$ cat src/rtl/pw_pkg.sv
package pw_pkg;
  typedef enum logic [2:0] {
    S_IDLE, S_L1_REQ, S_L1_WAIT, S_L2_REQ, S_L2_WAIT, S_DONE
  } walk_state_e;

  typedef enum logic [1:0] {
    KIND_FAULT = 2'd0, KIND_SECTION = 2'd1, KIND_SUPER = 2'd2, KIND_SMALL = 2'd3
  } walk_kind_e;

  localparam logic [1:0] DT_FAULT = 2'b00;
  localparam logic [1:0] DT_PTR   = 2'b01;
  localparam logic [1:0] DT_BLOCK = 2'b10;
endpackage

$ cat src/rtl/pw_fsm.sv
module pw_fsm
  import pw_pkg::*;
(
  input  logic        clk,
  input  logic        rst_n,
  input  logic        walk_valid,
  input  logic        fetch_ready,
  input  logic        desc_valid,
  input  logic        l1_is_ptr,
  input  logic        res_ready,
  output walk_state_e state
);
  walk_state_e nxt;

  always_comb begin
    nxt = state;
    unique case (state)
      S_IDLE:    if (walk_valid)  nxt = S_L1_REQ;
      S_L1_REQ:  if (fetch_ready) nxt = S_L1_WAIT;
      S_L1_WAIT: if (desc_valid)  nxt = l1_is_ptr ? S_L2_REQ : S_DONE;
      S_L2_REQ:  if (fetch_ready) nxt = S_L2_WAIT;
      S_L2_WAIT: if (desc_valid)  nxt = S_DONE;
      S_DONE:    if (res_ready)   nxt = S_IDLE;
      default:                    nxt = S_IDLE;
    endcase
  end

  always_ff @(posedge clk or negedge rst_n)
    if (!rst_n) state <= S_IDLE;
    else        state <= nxt;
endmodule

$ cat src/rtl/pw_addr.sv
module pw_addr #(
  parameter int ADDR_W    = 32,
  parameter int L1_IDX_W  = 12,
  parameter int L2_IDX_W  = 8,
  parameter int PG_OFF_W  = 12,
  localparam int SEC_OFF_W = L2_IDX_W + PG_OFF_W,
  localparam int L1_BASE_W = ADDR_W - L1_IDX_W - 2,
  localparam int L2_BASE_W = ADDR_W - L2_IDX_W - 2
) (
  input  logic                 use_l2,
  input  logic [ADDR_W-1:0]    va,
  input  logic [L1_BASE_W-1:0] l1_base,
  input  logic [L2_BASE_W-1:0] l2_base,
  output logic [ADDR_W-1:0]    addr
);
  always_comb begin
    if (use_l2) addr = {l2_base, va[PG_OFF_W +: L2_IDX_W], 2'b00};
    else        addr = {l1_base, va[SEC_OFF_W +: L1_IDX_W], 2'b00};
  end
endmodule

$ cat src/rtl/pw_decode.sv
module pw_decode
  import pw_pkg::*;
#(
  parameter int ADDR_W        = 32,
  parameter int L2_IDX_W      = 8,
  parameter int PG_OFF_W      = 12,
  parameter int SUPER_EXTRA_W = 4,
  localparam int SEC_OFF_W = L2_IDX_W + PG_OFF_W,
  localparam int SUP_OFF_W = SEC_OFF_W + SUPER_EXTRA_W,
  localparam int ATTR_W    = PG_OFF_W - 2
) (
  input  logic              level2,
  input  logic [ADDR_W-1:0] desc,
  input  logic [ADDR_W-1:0] va,
  output walk_kind_e        kind,
  output logic [ADDR_W-1:0] pa,
  output logic [ATTR_W-1:0] attr,
  output logic              is_ptr,
  output logic              l2_fault
);
  always_comb begin
    kind     = KIND_FAULT;
    pa       = '0;
    attr     = '0;
    is_ptr   = 1'b0;
    l2_fault = 1'b0;
    if (level2) begin
      if (desc[1:0] == DT_FAULT) begin
        l2_fault = 1'b1;
      end else begin
        kind = KIND_SMALL;
        pa   = {desc[ADDR_W-1:PG_OFF_W], va[PG_OFF_W-1:0]};
        attr = desc[PG_OFF_W-1:2];
      end
    end else begin
      case (desc[1:0])
        DT_PTR: is_ptr = 1'b1;
        DT_BLOCK: begin
          attr = desc[PG_OFF_W-1:2];
          if (desc[SEC_OFF_W-1]) begin
            kind = KIND_SUPER;
            pa   = {desc[ADDR_W-1:SUP_OFF_W], va[SUP_OFF_W-1:0]};
          end else begin
            kind = KIND_SECTION;
            pa   = {desc[ADDR_W-1:SEC_OFF_W], va[SEC_OFF_W-1:0]};
          end
        end
        default: ;
      endcase
    end
  end
endmodule

$ cat src/rtl/pw_top.sv
module pw_top
  import pw_pkg::*;
#(
  parameter int ADDR_W        = 32,
  parameter int L1_IDX_W      = 12,
  parameter int L2_IDX_W      = 8,
  parameter int PG_OFF_W      = 12,
  parameter int SUPER_EXTRA_W = 4,
  localparam int ATTR_W    = PG_OFF_W - 2,
  localparam int L1_BASE_W = ADDR_W - L1_IDX_W - 2,
  localparam int L2_BASE_W = ADDR_W - L2_IDX_W - 2
) (
  input  logic              clk,
  input  logic              rst_n,
  input  logic              walk_valid,
  output logic              walk_ready,
  input  logic [ADDR_W-1:0] walk_va,
  input  logic [ADDR_W-1:0] ttbase,
  output logic              fetch_valid,
  input  logic              fetch_ready,
  output logic [ADDR_W-1:0] fetch_addr,
  input  logic              desc_valid,
  output logic              desc_ready,
  input  logic [ADDR_W-1:0] desc_data,
  output logic              res_valid,
  input  logic              res_ready,
  output logic [ADDR_W-1:0] res_pa,
  output logic [ATTR_W-1:0] res_attr,
  output logic [1:0]        res_kind,
  output logic              res_l2_fault
);
  walk_state_e           state;
  logic [ADDR_W-1:0]     va_q;
  logic [L1_BASE_W-1:0]  l1_base_q;
  logic [L2_BASE_W-1:0]  l2_base_q;
  logic [ADDR_W-1:0]     pa_q;
  logic [ATTR_W-1:0]     attr_q;
  logic [1:0]            kind_q;
  logic                  l2f_q;

  walk_kind_e            dec_kind;
  logic [ADDR_W-1:0]     dec_pa;
  logic [ATTR_W-1:0]     dec_attr;
  logic                  dec_ptr;
  logic                  dec_l2f;

  logic walk_fire, desc_fire, in_l2_wait;

  assign walk_ready  = (state == S_IDLE);
  assign fetch_valid = (state == S_L1_REQ) || (state == S_L2_REQ);
  assign desc_ready  = (state == S_L1_WAIT) || (state == S_L2_WAIT);
  assign res_valid   = (state == S_DONE);
  assign in_l2_wait  = (state == S_L2_WAIT);
  assign walk_fire   = walk_valid && walk_ready;
  assign desc_fire   = desc_valid && desc_ready;

  pw_fsm u_fsm (
    .clk        (clk),
    .rst_n      (rst_n),
    .walk_valid (walk_valid),
    .fetch_ready(fetch_ready),
    .desc_valid (desc_valid),
    .l1_is_ptr  (dec_ptr),
    .res_ready  (res_ready),
    .state      (state)
  );

  pw_addr #(
    .ADDR_W(ADDR_W), .L1_IDX_W(L1_IDX_W), .L2_IDX_W(L2_IDX_W), .PG_OFF_W(PG_OFF_W)
  ) u_addr (
    .use_l2 (state == S_L2_REQ),
    .va     (va_q),
    .l1_base(l1_base_q),
    .l2_base(l2_base_q),
    .addr   (fetch_addr)
  );

  pw_decode #(
    .ADDR_W(ADDR_W), .L2_IDX_W(L2_IDX_W), .PG_OFF_W(PG_OFF_W),
    .SUPER_EXTRA_W(SUPER_EXTRA_W)
  ) u_dec (
    .level2  (in_l2_wait),
    .desc    (desc_data),
    .va      (va_q),
    .kind    (dec_kind),
    .pa      (dec_pa),
    .attr    (dec_attr),
    .is_ptr  (dec_ptr),
    .l2_fault(dec_l2f)
  );

  always_ff @(posedge clk or negedge rst_n) begin
    if (!rst_n) begin
      va_q      <= '0;
      l1_base_q <= '0;
      l2_base_q <= '0;
      pa_q      <= '0;
      attr_q    <= '0;
      kind_q    <= KIND_FAULT;
      l2f_q     <= 1'b0;
    end else begin
      if (walk_fire) begin
        va_q      <= walk_va;
        l1_base_q <= ttbase[ADDR_W-1 -: L1_BASE_W];
      end
      if (desc_fire && !in_l2_wait)
        l2_base_q <= desc_data[ADDR_W-1 -: L2_BASE_W];
      if (desc_fire) begin
        pa_q   <= dec_pa;
        attr_q <= dec_attr;
        kind_q <= dec_kind;
        l2f_q  <= dec_l2f;
      end
    end
  end

  assign res_pa       = pa_q;
  assign res_attr     = attr_q;
  assign res_kind     = kind_q;
  assign res_l2_fault = l2f_q;
endmodule

$ cat config.mk
export PLATFORM = sky130hd
export DESIGN_NAME = pw_top
export DESIGN_NICKNAME = d
export VERILOG_FILES = /design/src/rtl/pw_pkg.sv /design/src/rtl/pw_fsm.sv /design/src/rtl/pw_addr.sv /design/src/rtl/pw_decode.sv /design/src/rtl/pw_top.sv
export SDC_FILE = /design/constraint.sdc
export NUM_CORES = 1
export LEC_CHECK = 0
export ABC_AREA = 1
export ABC_CLOCK_PERIOD_IN_PS = 3400
export BUFFER_PORTS_ARGS = -buffer_cell sky130_fd_sc_hd__buf_4
export CORE_MARGIN = 10
export CORE_UTILIZATION = 30
export DETAILED_ROUTE_END_ITERATION = 7
export GPL_ROUTABILITY_DRIVEN = 0
export SKIP_LAST_GASP = 1
export SYNTH_ARGS = -nofsm -noshare
export SYNTH_HDL_FRONTEND = slang
export SYNTH_SLANG_ARGS = --single-unit
$ cat constraint.sdc
create_clock -name clk -period 3.4 [get_ports clk]
set_clock_uncertainty 0.15 [all_clocks]
set_input_delay 0.17 -clock clk [delete_from_list [all_inputs] [get_ports clk]]
set_output_delay 0.17 -clock clk [all_outputs]
set_load 0.005 [all_outputs]
# Yosys cells after proc, flatten, opt, wreduce, memory -nomap -nowiden
# Cells that the tools add are included.
[classes]
n_mux = 24
eq_ne = 13
n_reduce_logical = 9
[op_table]
columns = ["op", "n"]
rows = [
  ["2-to-1 mux 32 bit", 4],
  ["2-to-1 mux 10 bit", 3],
  ["2-to-1 mux 24 bit", 1],
  ["2-to-1 mux 3 bit", 7],
  ["case mux 3 bit (6 select lines)", 1],
  ["inequality test 2 bit (second input constant)", 5],
  ["2-to-1 mux 2 bit", 4],
  ["equality test 3 x 2 -> 1 bit (second input constant)", 2],
  ["equality test 3 bit (second input constant)", 2],
  ["AND reduction 6 bit", 1],
  ["2-to-1 mux 1 bit", 4],
  ["equality test 3 x 1 -> 1 bit (second input constant)", 1],
  ["logical AND 1 bit", 3],
  ["logical NOT 3 bit", 1],
  ["equality test 2 x 1 -> 1 bit (second input constant)", 1],
  ["equality test 2 bit (second input constant)", 1],
  ["logical NOT 2 bit", 1],
  ["logical OR 1 bit", 2],
  ["inequality test 2 x 1 -> 1 bit (second input constant)", 1],
  ["logical NOT 1 bit", 1],
]
[word_totals]
reg_bits = 120
inputBits = 102
out_inout_bits = 81
word_cells = 54

# Logic depth before layout (Yosys ltp)
# Gate-level depths: netlist of run 1.
[depth]
ltp_word = 6
ltp_mapped = 10
mapped_depth_nobuf = 8

# Modules after synthesis
# A second synthesis of run 1 with hierarchy kept.
[unflattened]
cells_unflattened = 787
hier_area_um2 = 5853.1
[modules_own_cells]
columns = ["module", "cells_each", "area_per_inst_um2", "seq_area_each_um2", "n_inst"]
rows = [
  ["pw_top", 515, 4699.5, 2927.8, 1],
  ["pw_decode", 129, 508.0, 0.0, 1],
  ["pw_addr", 100, 390.4, 0.0, 1],
  ["pw_fsm", 43, 255.2, 75.1, 1],
]

# Worst setup path after synthesis of run 1
# Ideal clock, no wire load.
[synth_path]
kind = "reg2reg"
from = "register u_fsm.state[1]"
to = "register va_q[23]"
arrival_time_ns = 1.235
slack_ns = 1.898
synth_period_minus_slack_ns = 1.502
n_path_buf = 3
setup_ns = 0.117
required_time_ns = 3.133
path_stages_with_launch = 10
cell_sequence = "dfrtp_1 -> buf_4 -> inv_2 -> nand2_4 -> nor2_4 -> nand2_2 -> buf_4 -> buf_6 -> nand2_1 -> nand2_1"
[synth_via]
elab_chain_len = 2
[synth_rtl]
columns = ["item", "line_no", "source"]
rows = [
  ["start: declaration", "pw_fsm.sv:11", "output walk_state_e state"],
  ["start signal: assignment", "pw_fsm.sv:30", "else state <= nxt;"],
  ["logical NOT 3 bit", "pw_top.sv:49", "assign walk_ready = (state == S_IDLE);"],
  ["logical AND 1 bit", "pw_top.sv:54", "assign walk_fire = walk_valid && walk_ready;"],
  ["end signal: assignment", "pw_top.sv:103", "va_q <= walk_va;"],
  ["end: declaration", "pw_top.sv:33", "logic [ADDR_W-1:0] va_q;"],
]
# Every way passes these cells.
# A chain may end at the register's enable or synchronous reset.

# Worst setup path after layout of run 1
[layout_path]
from = "register u_fsm.state[1]"
to = "output port walk_ready"
[layout_via]
elab_chain_len = 1
[layout_rtl]
columns = ["item", "line_no", "source"]
rows = [
  ["logical NOT 3 bit", "pw_top.sv:49", ""],
  ["end: declaration", "pw_top.sv:16", "output logic walk_ready,"],
]
# Every way passes these cells.

==> results of run 1 <==
## layer usage
metal,global-route usage,up-vias,part of all wire
met5,0,-,0
met3,0.0458,23,0.060
met2,0.256,140,0.48
li1,-,2653,-
met1,0.204,2552,0.45
met4,0.0584,0,0.016
## path summary, 6_finish.rpt
check	start	endpoint	slack (ns)	cells after the start
worst min register to register	va_q[3]	va_q[3]	0.32	2
worst max-delay path	u_fsm.state[1]	walk_ready	0.81	5
worst max register to register	u_fsm.state[1]	va_q[13]	1.23	7
max in group asynchronous	rst_n	l2_base_q[14]	2.12	3
min in group asynchronous	rst_n	l1_base_q[0]	0.17	2
worst min-delay path	desc_data[0]	u_fsm.state[1]	0.05	5
## timing repair
action,4_1_cts,5_1_grt
resized for setup,0,0
setup buffers,0,0
hold buffers,83,0
endpoints found under the hold margin,142,0
## final cells by class
cell class | count | area share
timing repair buffer | 257 | 0.262
clock inverter | 10 | 0.0127
inverter | 43 | 0.0195
clock buffer | 20 | 0.0540
sequential | 120 | 0.363
tap | 229 | 0.0347
multi-input combinational | 490 | 0.254
antenna | 2 | 0.000605
## cells in the mapped netlist (4+ instances only)
cell type	n
nand2_2	4
buf_4	4
buf_6	8
buf_2	19
inv_1	39
nor2_1	13
o21ai_1	4
clkbuf_1	11
dfrtp_1	120
o21ai_0	44
a21oi_1	10
nand3_1	87
nand2_1	314
inv_2	4
## cell families (layout without fill, tap and decap cells)
family | after synthesis | in the layout | synth area share
other | 1 | 4 | 0.000680
and+or+nand+nor | 429 | 429 | 0.325
DFF | 120 | 120 | 0.544
AOI/OAI and AO/OA | 59 | 59 | 0.0540
buffers and inverters | 85 | 330 | 0.0758
## registers in the layout, summed over array words and instances, names as in the netlist
name and cells:
res_l2_fault 1, u_fsm.state 3, res_attr 10, res_kind 2, va_q 32, res_pa 32
l2_base_q 22, l1_base_q 18
## layout by cell type (no fill, tap or decap)
master,instances
conb_1,2
o21ai_0,44
dlygate4sd3_1,83
nand3_2,1
o21ai_1,4
nand3_1,87
nand2_4,1
nand2_8,1
buf_4,172
clkinv_2,6
buf_12,2
diode_2,2
clkbuf_16,17
dfrtp_1,120
clkbuf_1,2
nor2_1,13
nand2_2,4
inv_2,4
a21oi_1,10
clkbuf_8,1
o31ai_1,1
bufinv_16,2
clkinvlp_4,2
nor3_1,1
inv_1,39
nand4_1,2
nor2_4,3
nor2_2,2
nand2_1,314
## power by group
| group | internal [W] | total (W) | switching [W] |
|---|---|---|---|
| Combinational | 0.00121 | 0.00276 | 0.00155 |
| Sequential | 0.00206 | 0.00244 | 0.000374 |
| Clock | 0.00108 | 0.00171 | 0.000629 |
| Total | 0.00435 | 0.00690 | 0.00256 |
## per-stage QoR
stage                     hold slack [ns]  cell area [µm²]  std cells  power (W)
final                              0.0495             8270       1171    0.00690
after global routing               0.0604             8270       1171    0.00744
after CTS                          0.0302             8260       1169    0.00700
after detailed placement           0.0949             6880       1056    0.00517
after global placement             0.0871             6880       1056    0.00512
after floorplan                    -0.276             5520        695    0.00386
## worst min-delay path, cell delays in order
cell and delay [ns]:
buf_4 0.12, nand3_1 0.09, a21oi_1 0.06, nand3_1 0.07
nand2_1 0.05
==> results.sh, run 1 <==
export IMPL_status="complete, no violations"
export IMPL_drive_above_1_share=0.232
export IMPL_slew_limit_headroom=0.493
export IMPL_crit_path_max_fanout=23
export IMPL_cpLargestDelayFamily="buffers and inverters"
export IMPL_pre_cts_ws_ns=1.24
export IMPL_critical_path_max_stage_delay_ns=0.53
export IMPL_wl_um=19300
export IMPL_vdd_drop_max_v=0.000406
export IMPL_ys_flop_type="dfrtp_1"
export IMPL_first_iter_violations=307
export IMPL_first_pass_iters=4
export IMPL_avgSynthCellArea_um2=7.95
export IMPL_die_w_um=156
export IMPL_p_leak_nw=4.49
export IMPL_root_buffer="clkbuf_16"
export IMPL_cts_sinks=120
export IMPL_die_area_mm2=0.0242
export IMPL_synth_edf_count=0
export IMPL_final_seq_area_mm2=0.00300
export IMPL_ys_types=23
export IMPL_crit_chain="inv_2, nand2_4, nor2_4, buf_4, buf_4"
export IMPL_post_drt_wl_per_cell_um=16.5
export IMPL_core_area_mm2=0.0180
export IMPL_worst_path_buf_inv=3
export IMPL_grt_max_degree=52
export IMPL_std_cell_rows=49
export IMPL_clock_fmax_mhz=385
export IMPL_drc=0
export IMPL_cts_made_buffers=17
export IMPL_vias=5368
export IMPL_antenna_found_initial=2
export IMPL_die_h_um=156
export IMPL_pin_count=183
export IMPL_setup_viol=0
export IMPL_ys_seq_elements=120
export IMPL_crit_path_start_kind="register"
export IMPL_setup_ws_ns=0.806
export IMPL_ys_warn_count=0
export IMPL_yosysSeqAreaShare=0.544
export IMPL_start_util=0.306
export IMPL_h_tree_depth=4
export IMPL_worstSkewPairLatency_ns=0.41
export IMPL_grt_pass1_vias=5619
export IMPL_p_per_area_mw_per_mm2=835
export IMPL_syn_to_final_growth_pct=49.9
export IMPL_tns_ns=0
export IMPL_fin_util=0.459
export IMPL_critical_path_slowest_cell="nor2_4"
export IMPL_yosysTopAreaCell="dfrtp_1"
export IMPL_min_period_ns=2.59
export IMPL_num_fill_cells=1784
export IMPL_crit_required_ns=3.08
export IMPL_viasPerCell=4.58
export IMPL_worstPathArrival_ns=2.27
export IMPL_clockBufferDepth=2
export IMPL_synthesis_instances=694
export IMPL_final_nets=1031
export IMPL_grt_overflow=0
export IMPL_async_reset_ff_frac=1.00
export IMPL_hold_viol_final=0
export IMPL_ant_nets=0
export IMPL_synthTopCellsByArea="dfrtp_1 (54%), nand2_1 (21%), nand3_1 (7.9%)"
export IMPL_path_common_cell="buf_4"
export IMPL_worst_slew_pin_slew_ns=0.759
export IMPL_syn_area_mm2=0.00552
export IMPL_clk_pin_slew_ns=0.05
export IMPL_worstSetupPathType="reg -> out"
export IMPL_drv_cap=0
export IMPL_multiInputGateArea_mm2=0.00210
export IMPL_cts_tree="done"
export IMPL_drv_slew=0
export IMPL_period_share=0.763
export IMPL_dpl_hpwl_um=12800
export IMPL_hold_class="in -> reg"
export IMPL_rsz0062_at_grt="false"
export IMPL_end_kind="output port"
export IMPL_synth_top_area_frac=0.544
export IMPL_io_buffers=166
export IMPL_grtUsageTotal=0.161
export IMPL_grt_pass1_wl_um=30900
Power figures use the tool's default switching activity.
==> run 2, diff against run 1 <==
Settings changed: ABC_CLOCK_PERIOD_IN_PS 3400 to 2300.
Clock period 3.4 ns to 2.3 ns, I/O delays scaled along.
==> run 2 against run 1 <==
Via count about the same. Critical path depth unchanged. Routed wire length decreased by 0.70%. Total power increased by 57%. Non-clock buffer count increased by 17. Core utilization increased by 1.8 points. Sequential share of layout area decreased by 1.4 points. Setup slack got worse by 0.68 ns. Final cell count increased by 1.6%. Largest cell class unchanged.
==> results.sh, run 2 (synthesis gave the netlist of run 1 again) <==
export IMPL_status="complete, no violations"
export IMPL_setup_viol=0
export IMPL_root_buffer="clkbuf_16"
export IMPL_crit_required_ns=2.04
export IMPL_worstSetupPathType="reg -> out"
export IMPL_r2r_cells=7
export IMPL_hold_class="in -> reg"
export IMPL_die_w_um=156
export IMPL_h_tree_depth=4
export IMPL_vdd_drop_max_v=0.000649
export IMPL_final_cells=1190
export IMPL_reg2reg_to="va_q[30]"
export IMPL_end_kind="output port"
export IMPL_drv_cap=0
export IMPL_grt_overflow=0
export IMPL_pre_cts_ws_ns=0.395
export IMPL_crit_end="fetch_addr[24]"
export IMPL_viasPerCell=4.51
export IMPL_most_common_layout_cells="nand2_1 (314), buf_4 (173), dfrtp_1 (119), dlygate4sd3_1 (96), nand3_1 (86)"
export IMPL_num_fill_cells=1779
export IMPL_clockBufferDepth=2
export IMPL_worst_slew_pin_slew_ns=0.574
export IMPL_start_util=0.306
export IMPL_p_leak_nw=4.60
export IMPL_dpl_hpwl_um=13000
export IMPL_mostFrequentLayoutCell="nand2_1"
export IMPL_first_iter_violations=259
export IMPL_grt_max_degree=56
export IMPL_p_seq_frac=0.334
export IMPL_die_area_mm2=0.0242
export IMPL_regToRegSetupSlack_ns=0.15
export IMPL_grtUsageTotal=0.159
export IMPL_regToRegStartpoint="u_fsm.state[0]"
export IMPL_placed_cells=1060
export IMPL_clock_fmax_mhz=461
export IMPL_tns_ns=0
export IMPL_sw_frac_of_total=0.351
export IMPL_hold_viol_final=0
export IMPL_first_pass_iters=4
export IMPL_post_drt_wl_per_cell_um=16.1
export IMPL_period_share=0.944
export IMPL_syn_to_final_growth_pct=55.9
export IMPL_power_frac_comb=0.384
export IMPL_crit_path_max_fanout=23
export IMPL_min_period_ns=2.17
export IMPL_antenna_found_initial=1
export IMPL_clkPwrFrac=0.282
export IMPL_cts_sinks=120
export IMPL_drc=0
export IMPL_grt_pass1_wl_um=30600
export IMPL_worstPathArrival_ns=1.91
export IMPL_drv_slew=0
export IMPL_fin_area_mm2=0.00860
export IMPL_rsz0062_at_grt="false"
export IMPL_setup_ws_ns=0.129
export IMPL_worstSkewPairLatency_ns=0.41
export IMPL_crit_path_start_kind="register"
export IMPL_std_cell_rows=49
export IMPL_vias=5371
export IMPL_slew_limit_headroom=0.617
export IMPL_clk_pin_slew_ns=0.06
export IMPL_grt_pass1_vias=5686
export IMPL_drive_above_1_share=0.237
export IMPL_power_switching_w=0.00380
export IMPL_p_per_area_mw_per_mm2=1260
export IMPL_pin_count=183
export IMPL_cp_startpoint="u_fsm.state[2]"
export IMPL_cts_tree="done"
export IMPL_placed_area_mm2=0.00695
export IMPL_io_buffers=166
export IMPL_wl_um=19200
export IMPL_cts_setup_buffers=0
export IMPL_final_nets=1048
export IMPL_core_area_mm2=0.0180
export IMPL_cts_made_buffers=17
export IMPL_p_int_w=0.00702
export IMPL_ant_nets=0
export IMPL_die_h_um=156
## run 2: changes by cell type in the layout (fill, tap and decap cells not counted), sizes merged
cell | previous run | this run
buf | 174 | 178
bufinv | 2 | 6
clkinv | 6 | 3
clkinvlp | 2 | 3
dlygate4sd3 | 83 | 96
## run 2: layer usage
layer	global-route usage	wire length, µm
met5	0	0
met4	0.0597	388
met3	0.0444	1110
met2	0.252	9040
met1	0.201	8640
## run 2: through the flow
stage | total power, W | hold WS, ns | util
4_1_cts | 0.0110 | 0.000634 | 0.477
3_5_place_dp | 0.00769 | 0.000115 | 0.385
2_1_floorplan | 0.00571 | -0.331 | -
6_report | 0.0108 | 0.0212 | 0.477
5_1_grt | 0.0116 | 0.0239 | 0.477
3_3_place_gp | 0.00763 | 0.00258 | 0.385
## run 2: power groups by stage
| stage | Clock [W] | Combinational (W) | Sequential (W) |
|---|---|---|---|
| after detailed placement | 0 | 0.00407 | 0.00362 |
| after global placement | 0 | 0.00402 | 0.00361 |
| after floorplan | 0 | 0.00221 | 0.00350 |
| final | 0.00305 | 0.00416 | 0.00361 |
| after global routing | 0.00320 | 0.00473 | 0.00372 |
| after CTS | 0.00312 | 0.00425 | 0.00360 |
## run 2: worst min path at each step
stage	depth (start not counted)	end	slack (ns)	start
after floorplan	0	l1_base_q[0]	-0.33	rst_n
after global placement	1	va_q[23]	0.003	rst_n
after detailed placement	1	va_q[27]	0.0001	rst_n
after CTS	3	va_q[4]	0.0006	walk_valid
after global routing	3	va_q[25]	0.02	walk_valid
final	3	res_l2_fault	0.02	desc_valid
## run 2: layout make-up
type	instances	area [µm²]	area share
Tap cell	229	287	0.0333
Inverter	43	164	0.0191
Antenna cell	2	5.00	0.000582
Sequential cell	120	3000	0.349
Clock buffer	20	457	0.0531
Clock inverter	12	221	0.0257
Multi-Input combinational cell	490	2100	0.245
Timing Repair Buffer	274	2360	0.274
## run 2: worst max-delay path: stages, from the launching register on
cell and delay, ns:
dfrtp_1 0.54, nor2_2 0.24, buf_4 0.31, nand2_1 0.17, nand2_1 0.11, buf_4 0.11
## run 2: what timing repair did
action,in CTS,in global routing
hold endpoints to repair,145,0
setup endpoints to repair,4,25
hold buffers,96,0
resized for setup,1,2
